## config.mk

```make
export PLATFORM = sky130hd
export DESIGN_NAME = tdm_sport
export DESIGN_NICKNAME = d
export VERILOG_FILES = /design/src/rtl/tdm_sport_pkg.sv /design/src/rtl/sport_ctl_regs.sv /design/src/rtl/sport_slot_seq.sv /design/src/rtl/sport_shift_reg.sv /design/src/rtl/tdm_sport.sv
export SDC_FILE = /design/constraint.sdc
export NUM_CORES = 1
export LEC_CHECK = 0
export BUFFER_PORTS_ARGS = -buffer_cell sky130_fd_sc_hd__buf_2
export CORE_ASPECT_RATIO = 1.75
export CORE_UTILIZATION = 30
export CTS_BUF_LIST = sky130_fd_sc_hd__clkbuf_2
export DETAILED_ROUTE_END_ITERATION = 8
export PLACE_DENSITY = 0.58
export SYNTH_ARGS = -nofsm -noshare
export SYNTH_HDL_FRONTEND = slang
export SYNTH_SLANG_ARGS = --single-unit
```

## constraint.sdc

```tcl
create_clock -name clk -period 3.7 [get_ports clk]
set_clock_uncertainty 0.1 [all_clocks]
set_input_delay 1.11 -clock clk [delete_from_list [all_inputs] [get_ports clk]]
set_output_delay 1.11 -clock clk [all_outputs]
set_load 0.05 [all_outputs]
```

## src/rtl/tdm_sport_pkg.sv

```systemverilog
package tdm_sport_pkg;

    localparam int WORD_W = 16;
    localparam int REG_W  = 8;
    localparam int NREG   = 8;
    localparam int IDX_W  = 3;
    localparam int BIT_W  = $clog2(WORD_W);

    typedef enum logic [1:0] {
        MODE_PROG  = 2'd0,
        MODE_DATA  = 2'd1,
        MODE_MIXED = 2'd2
    } port_mode_e;

    typedef struct packed {
        logic             ctl;
        logic             rd;
        logic [2:0]       dev;
        logic [IDX_W-1:0] idx;
        logic [REG_W-1:0] data;
    } ctl_word_t;

    typedef struct packed {
        logic [WORD_W-1:0] word;
        logic              drive;
    } slot_load_t;

    function automatic port_mode_e decode_mode(input logic [REG_W-1:0] r0);
        if (r0[1])      return MODE_MIXED;
        else if (r0[0]) return MODE_DATA;
        else            return MODE_PROG;
    endfunction

    function automatic slot_load_t pick_slot_word(
        input port_mode_e        m,
        input logic              rsp_vld,
        input logic [WORD_W-1:0] rsp,
        input logic [WORD_W-1:0] smp,
        input logic              on
    );
        slot_load_t o;
        o.word  = '0;
        o.drive = 1'b0;
        case (m)
            MODE_PROG: begin
                o.drive = 1'b1;
                o.word  = rsp_vld ? rsp : '0;
            end
            MODE_DATA: begin
                o.drive = on;
                o.word  = on ? smp : '0;
            end
            default: begin
                if (rsp_vld) begin
                    o.drive = 1'b1;
                    o.word  = rsp;
                end else begin
                    o.drive = on;
                    o.word  = on ? {1'b0, smp[WORD_W-1:1]} : '0;
                end
            end
        endcase
        return o;
    endfunction

endpackage

```

## src/rtl/sport_ctl_regs.sv

```systemverilog
module sport_ctl_regs
    import tdm_sport_pkg::*;
#(
    parameter int NCH         = 6,
    parameter int SRST_CYCLES = 4
) (
    input  logic             clk,
    input  logic             rst,
    input  logic             wr_en,
    input  logic [IDX_W-1:0] wr_idx,
    input  logic [REG_W-1:0] wr_data,
    input  logic [IDX_W-1:0] rd_idx,
    output logic [REG_W-1:0] rd_data,
    output port_mode_e       mode,
    output logic [NCH-1:0]   chan_on,
    output logic             echo_en,
    output logic             busy
);
    localparam int CNT_W     = $clog2(SRST_CYCLES + 1);
    localparam int PWR_BASE  = 3;
    localparam int GLOBAL_RG = 2;
    localparam int ECHO_RG   = 1;

    logic [REG_W-1:0]      regs [NREG];
    logic [CNT_W-1:0]      srst_cnt;
    logic [NREG*REG_W-1:0] regs_flat;

    always_ff @(posedge clk) begin
        if (rst) begin
            for (int i = 0; i < NREG; i++) regs[i] <= '0;
            srst_cnt <= '0;
        end else if (srst_cnt != '0) begin
            srst_cnt <= srst_cnt - 1'b1;
        end else if (wr_en) begin
            if (wr_idx == '0 && wr_data[REG_W-1]) begin
                for (int i = 0; i < NREG; i++) regs[i] <= '0;
                srst_cnt <= CNT_W'(SRST_CYCLES);
            end else begin
                regs[wr_idx] <= wr_data;
            end
        end
    end

    assign busy    = (srst_cnt != '0);
    assign rd_data = regs[rd_idx];
    assign mode    = decode_mode(regs[0]);
    assign echo_en = regs[ECHO_RG][REG_W-1];

    for (genvar k = 0; k < NCH; k++) begin : g_pwr
        assign chan_on[k] = regs[GLOBAL_RG][0] |
                            regs[PWR_BASE + k/2][3 + 4*(k%2)];
    end

    for (genvar i = 0; i < NREG; i++) begin : g_flat
        assign regs_flat[i*REG_W +: REG_W] = regs[i];
    end

    AST_SRST_CLEARS: assert property (@(posedge clk) disable iff (rst)
        busy |-> (regs_flat == '0)) else $error("soft reset left state");

    AST_SRST_LENGTH: assert property (@(posedge clk) disable iff (rst)
        (!busy && $past(busy)) |-> ($past(srst_cnt) == CNT_W'(1))) else $error("idle length");

endmodule

```

## src/rtl/sport_slot_seq.sv

```systemverilog
module sport_slot_seq
    import tdm_sport_pkg::*;
#(
    parameter int NCH = 6,
    localparam int SLOT_W = (NCH > 1) ? $clog2(NCH) : 1
) (
    input  logic              clk,
    input  logic              rst,
    input  logic              clr,
    input  logic              sample_evt,
    input  logic              bit_en,
    input  logic              single_slot,
    output logic              active,
    output logic              shift_en,
    output logic              last_bit,
    output logic              load_en,
    output logic [SLOT_W-1:0] load_slot,
    output logic              fs_out
);
    localparam logic [SLOT_W-1:0] LAST_SLOT = SLOT_W'(NCH - 1);
    localparam logic [BIT_W-1:0]  LAST_BIT  = BIT_W'(WORD_W - 1);

    logic [SLOT_W-1:0] slot_q;
    logic [BIT_W-1:0]  bit_q;
    logic              more_slots;

    assign shift_en   = active && bit_en && !sample_evt && !clr;
    assign last_bit   = shift_en && (bit_q == LAST_BIT);
    assign more_slots = !single_slot && (slot_q != LAST_SLOT);
    assign load_en    = !clr && (sample_evt || (last_bit && more_slots));
    assign load_slot  = sample_evt ? '0 : SLOT_W'(slot_q + 1'b1);

    always_ff @(posedge clk) begin
        if (clr) begin
            active <= 1'b0;
            slot_q <= '0;
            bit_q  <= '0;
            fs_out <= 1'b0;
        end else begin
            fs_out <= sample_evt;
            if (sample_evt) begin
                active <= 1'b1;
                slot_q <= '0;
                bit_q  <= '0;
            end else if (shift_en) begin
                if (bit_q == LAST_BIT) begin
                    bit_q <= '0;
                    if (more_slots) slot_q <= slot_q + 1'b1;
                    else            active <= 1'b0;
                end else begin
                    bit_q <= bit_q + 1'b1;
                end
            end
        end
    end

    AST_SLOT_IN_RANGE: assert property (@(posedge clk) disable iff (rst)
        active |-> (slot_q <= LAST_SLOT)) else $error("slot overrun");

    AST_FS_FOLLOWS_EVT: assert property (@(posedge clk) disable iff (rst)
        (sample_evt && !clr) |=> fs_out) else $error("missing sync");

    AST_FS_ONE_CYCLE: assert property (@(posedge clk) disable iff (rst)
        (fs_out && !$past(sample_evt)) |-> 1'b0) else $error("stray sync");

endmodule

```

## src/rtl/sport_shift_reg.sv

```systemverilog
module sport_shift_reg
    import tdm_sport_pkg::*;
(
    input  logic              clk,
    input  logic              clr,
    input  logic              load_en,
    input  slot_load_t        load_val,
    input  logic              shift_en,
    input  logic              sdi,
    output logic              msb,
    output logic              drive,
    output logic [WORD_W-1:0] cap_word
);
    logic [WORD_W-1:0] sr_q;

    always_ff @(posedge clk) begin
        if (clr) begin
            sr_q  <= '0;
            drive <= 1'b0;
        end else if (load_en) begin
            sr_q  <= load_val.word;
            drive <= load_val.drive;
        end else if (shift_en) begin
            sr_q  <= {sr_q[WORD_W-2:0], sdi};
        end
    end

    assign msb      = sr_q[WORD_W-1];
    assign cap_word = {sr_q[WORD_W-2:0], sdi};

endmodule

```

## src/rtl/tdm_sport.sv

```systemverilog
module tdm_sport
    import tdm_sport_pkg::*;
#(
    parameter int          NCH         = 6,
    parameter logic [2:0]  DEV_ADDR    = 3'd0,
    parameter int          SRST_CYCLES = 4
) (
    input  logic                  clk,
    input  logic                  rst,
    input  logic                  bit_en,
    input  logic                  sample_evt,
    input  logic [NCH*WORD_W-1:0] ch_samples,
    input  logic                  sdi,
    output logic                  sdo,
    output logic                  sdo_oe,
    output logic                  fs_out
);
    localparam int SLOT_W = (NCH > 1) ? $clog2(NCH) : 1;

    port_mode_e        mode;
    logic [NCH-1:0]    chan_on;
    logic              echo_en, busy, clr;
    logic              active, shift_en, last_bit, load_en, drive, msb;
    logic [SLOT_W-1:0] load_slot;
    logic [WORD_W-1:0] cap_word, rsp_word, cur_smp;
    logic              rsp_vld;
    logic [REG_W-1:0]  rd_data;
    ctl_word_t         cw;
    logic              accept, wr_en, want_rsp;
    slot_load_t        load_val;

    assign clr = rst || busy;
    assign cw  = ctl_word_t'(cap_word);

    assign accept   = last_bit && (mode != MODE_DATA) && cw.ctl && (cw.dev == DEV_ADDR);
    assign wr_en    = accept && !cw.rd;
    assign want_rsp = accept && (cw.rd || echo_en);

    sport_ctl_regs #(.NCH(NCH), .SRST_CYCLES(SRST_CYCLES)) u_regs (
        .clk     (clk),
        .rst     (rst),
        .wr_en   (wr_en),
        .wr_idx  (cw.idx),
        .wr_data (cw.data),
        .rd_idx  (cw.idx),
        .rd_data (rd_data),
        .mode    (mode),
        .chan_on (chan_on),
        .echo_en (echo_en),
        .busy    (busy)
    );

    sport_slot_seq #(.NCH(NCH)) u_seq (
        .clk         (clk),
        .rst         (rst),
        .clr         (clr),
        .sample_evt  (sample_evt),
        .bit_en      (bit_en),
        .single_slot (mode == MODE_PROG),
        .active      (active),
        .shift_en    (shift_en),
        .last_bit    (last_bit),
        .load_en     (load_en),
        .load_slot   (load_slot),
        .fs_out      (fs_out)
    );

    assign cur_smp  = ch_samples[int'(load_slot)*WORD_W +: WORD_W];
    assign load_val = pick_slot_word(mode, rsp_vld, rsp_word, cur_smp, chan_on[load_slot]);

    sport_shift_reg u_sr (
        .clk      (clk),
        .clr      (clr),
        .load_en  (load_en),
        .load_val (load_val),
        .shift_en (shift_en),
        .sdi      (sdi),
        .msb      (msb),
        .drive    (drive),
        .cap_word (cap_word)
    );

    always_ff @(posedge clk) begin
        if (clr) begin
            rsp_vld  <= 1'b0;
            rsp_word <= '0;
        end else if (want_rsp) begin
            rsp_vld  <= 1'b1;
            rsp_word <= cw.rd ? {2'b11, cw.dev, cw.idx, rd_data} : cap_word;
        end else if (load_en) begin
            rsp_vld  <= 1'b0;
        end
    end

    assign sdo_oe = active && drive;
    assign sdo    = sdo_oe && msb;

    AST_DATA_MODE_FROZEN: assert property (@(posedge clk) disable iff (rst)
        (mode == MODE_DATA && !busy) |=> $stable({mode, chan_on, echo_en})) else $error("data mode write");

    AST_OFF_SLOT_QUIET: assert property (@(posedge clk) disable iff (rst)
        (load_en && mode == MODE_DATA && !chan_on[load_slot]) |=> !sdo_oe) else $error("off slot driven");

    AST_MIXED_FLAG_CLEAR: assert property (@(posedge clk) disable iff (rst)
        (load_en && mode == MODE_MIXED && !rsp_vld && chan_on[load_slot]) |=> (sdo_oe && !sdo)) else $error("flag bit");

    AST_READ_QUEUED: assert property (@(posedge clk) disable iff (rst)
        (accept && cw.rd) |=> rsp_vld) else $error("reply lost");

    AST_SDO_HOLDS: assert property (@(posedge clk) disable iff (rst)
        (active && !bit_en && !sample_evt && !busy) |=> $stable(sdo)) else $error("sdo moved");

endmodule

```

Word-level counts from Yosys, hierarchy flattened
Memory sizes are Yosys's and may differ from the RTL's. A register that Yosys moved wholly into a read port is not among the register bits. Index checks and enable logic that the tools add are counted.

Flip-flop bits (word level): 46. Bits in writable memories: 64. Logic and storage cells: 119. Memories: 1.

Muxes and demuxes: 48. Shifts and indexed selects: 1. Bitwise operators: 14. $lt $le $gt $ge: 1. Add/sub/neg operators: 3. Equal/unequal tests: 5. Reduce and logical (&&, ||, !) cells: 37.

Memory list: u_regs.regs (words 8, width 8, read ports 7, clocked after Yosys merged registers in 1, write ports 8, RTL line sport_ctl_regs.sv:24) `logic [REG_W-1:0] regs [NREG];`.

Operator list (count): variable part select 96 x 8 -> 16 bit (1); two-way mux 16 bit (5); two-way mux 8 bit (9); case mux 17 bit (2 select lines) (1); two-way mux 1 bit (21); two-way mux 3 bit (7); two-way mux 17 bit (1); logical AND 1 bit (15); two-way mux 15 bit (1); bitwise OR 1 bit (14); nonzero test 2 bit (6); OR reduction 8 bit (1); zero test 3 bit (2); AND reduction 3 bit (2); adder 4 x 1 -> 4 bit, second input constant (1); == test 4 bit, second input constant (1); zero test 1 bit (4); less-than comparator 3 x 4 -> 1 bit, second input constant (1); two-way mux 4 bit (1); adder 3 x 1 -> 3 bit, second input constant (1); binary-select mux 1 bit (select 3 bit) (1); logical OR 1 bit (3); != test 3 bit, second input constant (1); nonzero test 3 bit (1); other kinds (8) (8).

Longest topological paths before layout
Depth after elaboration: 15. Gate-level depth with buffers: 11. Mapped depth without buffers: 8.

Hierarchy
Synthesis repeated with hierarchy kept, for this count alone.

Cells, all modules: 565. Area total of the unflattened synthesis: 6414.9 µm².

Modules (own cells, without submodules): sport_ctl_regs (sequential area each 1981.9 µm², instances 1, area an instance 3303.2 µm², cells each 218); tdm_sport (sequential area each 340.3 µm², instances 1, area an instance 1813.0 µm², cells each 218); sport_shift_reg (sequential area each 340.3 µm², instances 1, area an instance 800.8 µm², cells each 75); sport_slot_seq (sequential area each 180.2 µm², instances 1, area an instance 498.0 µm², cells each 54).

Worst setup path before layout
Ideal clock, no wire load.

Path type: input-to-reg. Start point: input rst. End point: memory u_regs.regs[7][0] (enable). Setup time: 0.384 ns. Arrival: 2.559 ns. Path slack: 0.657 ns. Stages on the path: 6. Cell sequence: nor4_4 -> nand4_2 -> nor4_2 -> and2_1 -> a21oi_1 -> o21ai_0.

RTL lines: from (decl) (RTL line tdm_sport.sv:9) `input logic rst,`; to (decl) (RTL line sport_ctl_regs.sv:24).

Worst setup path after layout
Start point: register u_seq.slot_q[0]. End point: register u_sr.sr_q[3].

Longest elaborated chain between the ends: 8. Elaborated cells on any way between the ends: 16.

RTL lines: from (decl) (RTL line sport_slot_seq.sv:23) `logic [SLOT_W-1:0] slot_q;`; from (signal assigned) (RTL line sport_slot_seq.sv:48) `if (more_slots) slot_q <= slot_q + 1'b1;`; parallel branches: the longest is 8 deep, another holds adder 3 x 1 -> 3 bit; to (signal assigned) (RTL line sport_shift_reg.sv:21) `sr_q <= load_val.word;`; to (signal assigned) (RTL line sport_shift_reg.sv:24) `sr_q <= {sr_q[WORD_W-2:0], sdi};`; to (decl) (RTL line sport_shift_reg.sv:14) `logic [WORD_W-1:0] sr_q;`.

Several ways; the timed one is not identified. The select of a mux whose other input is x is not followed. A chain may end at the register's enable or synchronous reset.

==> run_results.csv <==
group,metric,value,unit
outcome,status,"finished clean",
setup_path,critPathLaunchType,"register",
power,p_comb_share,13.3,%
setup_path,path_max_fanout,13,
setup_path,path_common_cell,"buf_4",
power,switching_share,27.1,%
clock_network,cts.reportedPaths.clkPinSlew,180,ps
clock_network,clk_latency,690,ps
yosys,postSynthNetCount,766,
yosys,synth_cell_types,67,
power,power_frac_seq,53.2,%
global_route,grt_pass1_vias,5649,
yosys,synth_top_area_share,29.8,%
sta,period_minus_slack,2930,ps
setup_path,crit_type,"register to register",
sta,fmax,341,MHz
power,p_int,1.98,mW
yosys,netlist_area,6440,sq um
cells_and_area,fillCellCount,2114,
die,rows,70,
route,wl,20.6,mm
setup_path,cp-startpoint,"u_seq.slot_q[0]",
sta,setup_tns,0,ps
setup_path,cpMaxStageDelayCell,"dfxtp_2",
die,start_util,30.7,%
global_route,grt_max_degree,40,
placement,numPortBuffers,103,
sta,max_slew_margin,31.0,%
sta,finalCritPeriodShare,79.3,%
yosys,netlist_instances,662,
clock_network,cts.sinks,113,
route,viasPerCell,5.43,
yosys,syn_area_per_cell,9.73,sq um
clock_network,cts_buffers,17,
power,power_density,361,nW/um^2
setup_path,crit_path_max_incr_delay,520,ps
yosys,synth-edff-count,64,
global_route,grt_overflow,0,
cells_and_area,fin_nets,862,
setup_path,path_cells,"ha_1 > xor2_1 > buf_4 > a211oi_1 > a211oi_2 > buf_4 > nand2_1 > a21oi_1 > nor3_1",
worst_hold_path,holdCritPathClass,"register to register",
yosys,synth_ff_type,"edfxtp_1",
global_route,grt_usage,19.0,%
global_route,antenna_found_initial,1,
yosys,yosysSeqAreaShare,45.0,%
die,dieArea,22100,sq um
yosys,synth_seq_cells,113,
die,dieHeight,196,microns
clock_network,ctsHoldBuffers,0,
power,peakVddDrop,0.164,mV
clock_network,clockBufferDepth,2,
route,drtAntennaViolNets,0,
clock_network,cts_resized,0,
route,vias,5565,
die,chipWidth,113,microns
run,max_cap_viol_count,0,
power,fin_total_pwr,2.72,mW
sta,setup_violations,0,
setup_path,crit_arrival,3410,ps
cells_and_area,syn_to_final_growth,16.8,%
route,dr.pass1.iters,5,
sta,drv_slew,0,
cells_and_area,drive_gt1_share,26.1,%
setup_path,setup.worst_path.end_class,"register",
worst_hold_path,worstHoldStart,"rsp_word[15]",
route,wire_per_inst,20.1,microns
cells_and_area,seq_area,2900,sq um
yosys,yosys-top-cells-area,"edfxtp_1 (30%), dfxtp_1 (15%), and2_1 (6.6%), mux4_2 (5.6%), mux2i_1 (3.7%)",
die,core,21000,sq um
sta,finalHoldViolations,0,
placement,dp_hpwl,16.0,mm
sta,rsz0062_at_grt,"no",
power,power.switching,0.737,mW
placement,gp_congestion,0.934,
clock_network,h-tree-depth,4,
power,clkPwrFrac,33.5,%
yosys,yosys_warnings,0,
cells_and_area,multiInputGateArea,3290,sq um
clock_network,postCtsSetupRepairBufs,0,
yosys,async_flop_share,0,%
yosys,synth_area_leader_cell,"edfxtp_1",
die,ios,104,
setup_path,crit_required,4170,ps
clock_network,cts-root-buf,"clkbuf_2",
clock_network,tritoncts,"yes",
setup_path,r2r_start,"u_seq.slot_q[0]",
power,leakage,2.81,nW
route,drc_errors,0,
route,drt-initial-drc-count,339,
sta,tightest_slew,1040,ps
global_route,grt_pass1_wl,31.1,mm
[power by group through the flow]
stage / combinational, mW / clock, mW / sequential (mW)
2_1_floorplan: 0.230 / 0 / 1.42
6_report: 0.360 / 0.910 / 1.45
4_1_cts: 0.360 / 0.931 / 1.45
3_5_place_dp: 0.357 / 0 / 1.47
3_3_place_gp: 0.356 / 0 / 1.47
5_1_grt: 0.388 / 0.979 / 1.45
[path summary, 6_finish.rpt]
path	endpoint	slack (ps)	cells after the start
setup / recovery	u_sr.sr_q[3]	770	9
hold / removal	rsp_word[15]	360	2
setup reg to reg	u_sr.sr_q[3]	770	9
hold reg to reg	rsp_word[15]	360	2
[cell usage after synthesis, drive strengths merged, types with 7 or more instances]
cell type	number
o2111ai	8
buf	27
edfxtp	64
and3	7
and2	68
dfxtp	49
o22ai	10
a31oi	10
o21ai	41
a22oi	13
nand3	27
nor4	7
nand2	59
clkbuf	28
mux2i	24
mux4	16
nand2b	11
a21oi	30
nor2	51
nor3	27
[registers in the layout, indices dropped and copies added (netlist names), named ones only]
signal           cells
u_seq.active         1
u_sr.drive           1
u_seq.slot_q         3
u_regs.srst_cnt      3
rsp_word            16
u_seq.bit_q          4
u_seq.fs_out         1
u_regs.regs         64
u_sr.sr_q           16
rsp_vld              1
[placed cells by master (no fill, tap or decap), types with 5 or more instances in the layout]
cell       Yosys  layout
buf_2         22     103
and2_1        68      68
edfxtp_1      64      64
nand2_1       59      59
nor2_1        48      48
dfxtp_1       49      48
o21ai_0       40      40
a21oi_1       29      29
buf_4          0      29
nand3_1       27      27
nor3_1        24      24
mux2i_1       24      24
clkbuf_2       0      19
mux4_2        16      16
a22oi_1       13      13
nand2b_1      11      11
a31oi_1       10      10
o22ai_1       10      10
o2111ai_1      8       8
and3_1         7       7
mux2_2         6       6
a211oi_1       5       5
o31ai_1        5       5
or3_1          5       5
nor4_1         5       5
[cell type report]
class	count	area share (%)
Multi-Input combinational cell	489	43.7
Tap cell	252	4.19
Antenna cell	1	0.0333
Clock inverter	13	2.23
Inverter	5	0.249
Timing Repair Buffer	132	9.74
Clock buffer	19	1.26
Sequential cell	113	38.6
[through the flow]
step / setup slack [ps] / cells / utilization [%] / area (sq um) / hold slack [ps]
2_1_floorplan: 657 / 662 / - / 6440 / 326
3_3_place_gp: 498 / 991 / 34.5 / 7260 / 334
3_5_place_dp: 401 / 991 / 34.5 / 7260 / 339
4_1_cts: 802 / 1023 / 35.8 / 7520 / 361
5_1_grt: 641 / 1024 / 35.8 / 7520 / 378
6_report: 767 / 1024 / 35.8 / 7520 / 361
[cells by family (layout without fill, tap and decap cells)]
| family | Yosys count | after routing | share of synthesized area [%] |
|---|---|---|---|
| xor gates and xnor gates | 5 | 5 | 0.796 |
| muxes | 46 | 46 | 10.4 |
| AOI/OAI and AO/OA | 155 | 155 | 15.9 |
| adders and majority gates | 3 | 3 | 0.583 |
| and+or+nand+nor | 279 | 279 | 23.3 |
| buffers and inverters | 60 | 169 | 3.92 |
| other | 1 | 2 | 0.0582 |
| DFF | 113 | 113 | 45.0 |
[per-layer routing]
| layer | up-vias | GRT usage, % | part of all wire [%] | wire (microns) |
|---|---|---|---|---|
| li1 | 2655 | - | - | - |
| met1 | 2612 | 16.7 | 33 | 6880 |
| met2 | 226 | 37.3 | 56 | 11600 |
| met3 | 72 | 3.46 | 4.2 | 860 |
| met4 | 0 | 14.4 | 6.3 | 1310 |
| met5 | - | 0 | 0 | 0 |
[worst max-delay path: cells and delay by family, from the launching register on]
kind	cells	cell delay, ps
AOI/OAI and AO/OA	3	720
adders and majority gates	1	290
buffers and inverters	2	580
DFF	1	520
and+or+nand+nor	2	140
xor gates and xnor gates	1	450
(Power assumes the default switching activity.)
